### config.mk
export PLATFORM = sky130hd
export DESIGN_NAME = alu8_dc
export DESIGN_NICKNAME = d
export VERILOG_FILES = /design/src/rtl/alu8_dc.sv
export SDC_FILE = /design/constraint.sdc
export NUM_CORES = 1
export LEC_CHECK = 0
export BUFFER_PORTS_ARGS = -buffer_cell sky130_fd_sc_hd__buf_4
export CAP_MARGIN = 30
export CORE_MARGIN = 1
export CORE_UTILIZATION = 51
export DETAILED_ROUTE_END_ITERATION = 10
export PLACE_DENSITY = 0.8
export SYNTH_ARGS = -nofsm -noshare
export SYNTH_HDL_FRONTEND = slang
export SYNTH_SLANG_ARGS = --single-unit
### constraint.sdc
create_clock -name vclk -period 17.6
set_input_delay 3.52 -clock vclk [all_inputs]
set_output_delay 3.52 -clock vclk [all_outputs]
set_load 0.02 [all_outputs]
### src/rtl/alu8_dc.sv
module alu8_dc (
  input  logic [7:0] a_i,
  input  logic [7:0] b_i,
  input  logic       cin_i,
  input  logic [3:0] op_i,
  output logic [7:0] res_o,
  output logic       z_o,
  output logic       dc_o,
  output logic       c_o,
  output logic [2:0] fmask_o
);
  localparam logic [3:0] OP_PASSA = 4'h0, OP_ADD = 4'h1, OP_SUB = 4'h2,
                         OP_AND = 4'h3, OP_OR = 4'h4, OP_XOR = 4'h5,
                         OP_NOT = 4'h6, OP_INC = 4'h7, OP_DEC = 4'h8,
                         OP_RRC = 4'h9, OP_RLC = 4'hA, OP_SWAP = 4'hB,
                         OP_BSET = 4'hC, OP_BCLR = 4'hD, OP_PASSB = 4'hE;
  localparam logic [2:0] M_ALL = 3'b111, M_Z = 3'b100, M_C = 3'b001, M_NONE = 3'b000;

  logic       sub;
  logic [7:0] bx;
  logic [4:0] lo, hi;
  logic [7:0] bitsel;

  assign sub    = (op_i == OP_SUB);
  assign bx     = sub ? ~b_i : b_i;
  assign lo     = {1'b0, a_i[3:0]} + {1'b0, bx[3:0]} + {4'b0, sub};
  assign hi     = {1'b0, a_i[7:4]} + {1'b0, bx[7:4]} + {4'b0, lo[4]};
  assign bitsel = 8'd1 << b_i[2:0];

  logic [7:0] res;
  logic       fc, fdc;
  logic [2:0] m;

  always_comb begin
    res = a_i;
    fc  = 1'b0;
    fdc = 1'b0;
    m   = M_NONE;
    case (op_i)
      OP_PASSA: m = M_Z;
      OP_ADD, OP_SUB: begin
        res = {hi[3:0], lo[3:0]};
        fc  = hi[4];
        fdc = lo[4];
        m   = M_ALL;
      end
      OP_AND:   begin res = a_i & b_i; m = M_Z; end
      OP_OR:    begin res = a_i | b_i; m = M_Z; end
      OP_XOR:   begin res = a_i ^ b_i; m = M_Z; end
      OP_NOT:   begin res = ~a_i;      m = M_Z; end
      OP_INC:   begin res = a_i + 8'd1; m = M_Z; end
      OP_DEC:   begin res = a_i - 8'd1; m = M_Z; end
      OP_RRC:   begin res = {cin_i, a_i[7:1]}; fc = a_i[0]; m = M_C; end
      OP_RLC:   begin res = {a_i[6:0], cin_i}; fc = a_i[7]; m = M_C; end
      OP_SWAP:  res = {a_i[3:0], a_i[7:4]};
      OP_BSET:  res = a_i | bitsel;
      OP_BCLR:  res = a_i & ~bitsel;
      OP_PASSB: res = b_i;
      default:  res = a_i;
    endcase
  end

  assign res_o   = res;
  assign fmask_o = m;
  assign z_o     = m[2] & (res == 8'd0);
  assign dc_o    = m[1] & fdc;
  assign c_o     = m[0] & fc;

  always_comb begin
    if (op_i == OP_ADD)
      a_r1_add_sum: assert ({c_o, res_o} == ({1'b0, a_i} + {1'b0, b_i}))
        else $error("R1 add sum/carry mismatch");
    if (op_i == OP_SUB)
      a_r2_sub_borrow: assert ((c_o == (a_i >= b_i)) && (res_o == a_i - b_i))
        else $error("R2 subtract borrow mismatch");
    if (op_i == OP_RRC)
      a_r6_rrc: assert ({res_o, c_o} == {cin_i, a_i})
        else $error("R6 rotate right mismatch");
    if (op_i == OP_RLC)
      a_r7_rlc: assert ({c_o, res_o} == {a_i, cin_i})
        else $error("R7 rotate left mismatch");
    if (op_i == 4'hF)
      a_r9_unused: assert ((res_o == a_i) && (fmask_o == 3'b000))
        else $error("R9 unused code mismatch");
  end
endmodule

**Yosys cells after proc, flatten, opt, wreduce, memory -nomap -nowiden**

Cells that the tools add are included.

- Flip-flop bits (word level): 0
- Output and inout port bits: 14
- Logic and storage cells: 42

- Add/sub/neg operators: 6
- Equal/unequal tests: 14
- Shift-type cells: 1
- Muxes and demuxes: 5
- Bitwise gates (word level): 11
- Reduce and logical (&&, ||, !) cells: 5

Operator list:

| cell | number |
|---|---|
| $pmux 8 s13 | 1 |
| $eq 4x4->1 const B | 7 |
| $not 8->8 | 3 |
| $and 8x8->8 | 2 |
| $eq 4x3->1 const B | 4 |
| $or 8x8->8 | 2 |
| $add 4x4->5 | 2 |
| $add 5x1->5 | 2 |
| $pmux 3 s3 | 1 |
| $add 8x1->8 const B | 1 |
| $eq 4x2->1 const B | 2 |
| $logic_not 8->1 | 1 |
| $mux 8 | 1 |
| $shl 1x3->8 const A | 1 |
| $sub 8x1->8 const B | 1 |
| $xor 8x8->8 | 1 |
| $reduce_or 7->1 | 1 |
| $eq 4x1->1 const B | 1 |
| $logic_not 4->1 | 1 |
| $reduce_or 2->1 | 2 |
| $and 1x1->1 | 3 |
| $pmux 1 s3 | 1 |
| $mux 1 | 1 |

**Longest topological paths before layout**

- Depth after elaboration: 8
- Gate-level depth with buffers: 17
- Gate-level depth less buffers: 15

**Least setup slack after synthesis**

No wires, ideal clock.

- Kind: input -> output
- Start point: input port op_i[2]
- End point: output port z_o
- Data arrival time: 7.677 ns
- Required time: 14.080 ns
- Slack: 6.403 ns
- Stages: 17
- Path buffers: 2
- Cells stage by stage: buf_4 > or2_2 > buf_2 > nor2_1 > xor2_1 > fa_1 > a21o_1 > a21o_1 > fa_1 > inv_1 > fa_1 > nor2_1 > a21oi_1 > a2bb2oi_1 > o2111ai_1 > or4_1 > nor4_2

- Longest elaborated chain between the ends: 8
- Elaborated cells on any way between the ends: 27
- Classes of those cells: add/sub (4); eq/ne (14); mux (3); bitwise (1); reduce/logical (5)

RTL lines:

| what | RTL line | text |
|---|---|---|
| from (decl) | 5 | `input logic [3:0] op_i,` |
| $eq 4x2->1 | 24, 39 |  |
| $mux 8 | 25 | `assign bx = sub ? ~b_i : b_i;` |
| $add 4x4->5 | 26 | `assign lo = {1'b0, a_i[3:0]} + {1'b0, bx[3:0]} + {4'b0, sub};` |
| $add 5x1->5 | 26 |  |
| $add 5x1->5 | 27 | `assign hi = {1'b0, a_i[7:4]} + {1'b0, bx[7:4]} + {4'b0, lo[4]};` |
| $pmux 8 s13 (*) | 39 | `case (op_i)` |
| net res_o[5] | 6 | `output logic [7:0] res_o,` |
| $logic_not 8->1 (*) | 65 | `assign z_o = m[2] & (res == 8'd0);` |
| $and 1x1->1 (*) | 65 |  |
| to (decl) | 7 | `output logic z_o,` |

The timed path passes the listed nets; every way through them passes the cells marked *.

**Worst setup path after layout**

- Start point: input port op_i[1]
- End point: output port z_o

- Longest elaborated chain between the ends: 8
- Elaborated cells on any way between the ends: 27
- Classes of those cells: add/sub (4); eq/ne (14); mux (3); bitwise (1); reduce/logical (5)

RTL lines:

| what | RTL line |
|---|---|
| $eq 4x2->1 | 24, 39 |
| $mux 8 | 25 |
| $add 4x4->5 | 26 |
| $add 5x1->5 | 26 |
| $add 5x1->5 | 27 |
| $pmux 8 s13 | 39 |
| $logic_not 8->1 | 65 |
| $and 1x1->1 (*) | 65 |

Mark *: on every way between the ends. The rest lies on a longest branch, timed or not.

==> out/metrics.yaml <==
tightest_slew_ps: 713
drtPass1Iterations: 5
syn_avg_cell_area_um2: 6.82
fin_setup_tns_ps: 0
wl_per_cell_um: 18.7
die_w_um: 66.2
synth_top_area_cell: "a21oi_1"
holdWs_ps: 7550
rows: 22
synth.area.top_cells: "a21oi_1 7.4%, ha_1 7.1%, o21ai_0 6.2%"
ant_nets: 0
gp_congestion: 1.03
min_from: "a_i[3]"
grt_start_max_net_pins: 50
drc: 0
syn_nets: 345
vias: 2506
io_pins: 35
path_class: "primary input to primary output"
drive_above_1_share_pct: 15.2
cap_viol_max_count: 0
arrival_ps: 7880
synth.cell_area_um2: 2100
post_cts_resized: 0
drt_first_iter_violations: 263
seq_area_frac_synth_pct: 0
syn_to_final_growth_pct: 6.43
ir_drop_mv: 0.0163
crit_start: "op_i[1]"
postRouteWirelength_mm: 6.80
die_height_um: 66.2
worstSetupStartpointType: "primary input"
crit_path_end_kind: "primary output"
relSlewSlack_pct: 52.3
run_status: "complete, no violations"
hold_path.class: "primary input to primary output"
slew_viol_final: 0
antenna_found_initial: 0
synthCells: 308
grt_overflow: 0
seq_cell_count: 0
drt-vias-per-instance: 6.90
dpl.hpwl_mm: 4.99
final_area_um2: 2240
placed_area_um2: 2240
io_buffers: 35
p_leak_uw: 0.000907
nNetsFinal: 354
grtUsageTotal_pct: 32.1
maxClockFrequency_ghz: 0.0877
coreArea_um2: 3800
rsz0062_at_grt: "false"
final_cell_mix: "36 x buf_4, 31 x a21oi_1, 26 x o21ai_0, 21 x nand2_1, 20 x nor2_1"
clockBufferCount: 0
worstPathRequired_ps: 14080
setup_viol: 0
num_antenna_cells: 0
regArea_um2: 0
power_density_nw_per_um2: 31.7
cts_hold_buf: 0
start_util_pct: 55.3
yosysWarnings: 0
worstSetupEndpoint: "z_o"
hold_viol: 0
design.die.area_um2: 4380
period_needed_ps: 11400
period_share_pct: 64.8
cp_max_fo: 47
synth_top_area_share_pct: 7.38
synth_cell_type_count: 70
grt_pass1_wl_mm: 11.0
final_common_cell: "buf_4"
grt_pass1_vias: 2240
post_cts_buffers: 0
==> report_power, final <==
group          switching, uW  internal [uW]  leakage [uW]
clock                      0              0             0
combinational           41.9           29.0      0.000907
sequential                 0              0             0
total                   41.9           29.0      0.000907
==> area by class of cell <==
type / count / area, um2
timing repair buffer: 36 / 270
tap: 48 / 60.1
multi-input combinational: 266 / 1860
fill: 353 / 1560
inverter: 13 / 51.3
==> metal layers <==
metal | GRT usage, % | share of wire [%] | wire [um] | vias up
li1 | - | - | - | 1176
met3 | 2.76 | 9.8 | 668 | 21
met2 | 52.3 | 47 | 3180 | 144
met4 | 9.84 | 2.0 | 139 | 0
met5 | 0 | 0 | 0 | -
met1 | 44.2 | 41 | 2810 | 1165
==> Yosys cell counts (all sizes together) (5+ instances only) <==
library cell  instances
a21o                  5
a21oi                31
a31oi                 5
buf                  22
clkbuf                7
ha                   12
inv                  13
nand2                21
nand2b                7
nand3                12
nand3b                6
nor2                 21
nor3                  7
o21ai                26
o22ai                 5
xnor2                10
xor2                 10
==> through the flow <==
stage          worst slack (ps)  power (uW)  util, %  cells
4_1_cts                    6230        69.5     58.9    363
6_report                   6200        70.9     58.9    363
2_1_floorplan              6400        49.9        -    308
3_3_place_gp               6410        68.8     58.7    362
3_5_place_dp               6250        69.0     58.9    363
5_1_grt                    5960        76.7     58.9    363
==> critical path, cell delays in order <==
cell and delay [ps]:
buf_4 350, nand2b_1 290, nor2_1 630, xor2_1 220, fa_1 480, a21o_1 170
a21o_1 190, fa_1 390, inv_1 80, fa_1 150, nor2_1 50, a21oi_1 130
a2bb2oi_1 170, o2111ai_1 130, or4_1 570, nor4_2 150, buf_4 180
==> kinds of logic after synthesis <==
logic type	share of synthesized area, %
simple gates	31.7
compound gates	35.8
xor+xnor	8.33
buf+inv	11.7
fa+ha+maj	11.0
mux	1.55
==> worst min path at each step <==
stage	endpoint	cells after the start	slack, ps
floorplan	res_o[3]	2	7230
global placement	res_o[3]	4	7530
detailed placement	res_o[3]	4	7530
CTS	res_o[3]	4	7540
global route	res_o[3]	4	7560
finish	res_o[3]	4	7550
No activity file was read; power rests on OpenSTA's default activity.
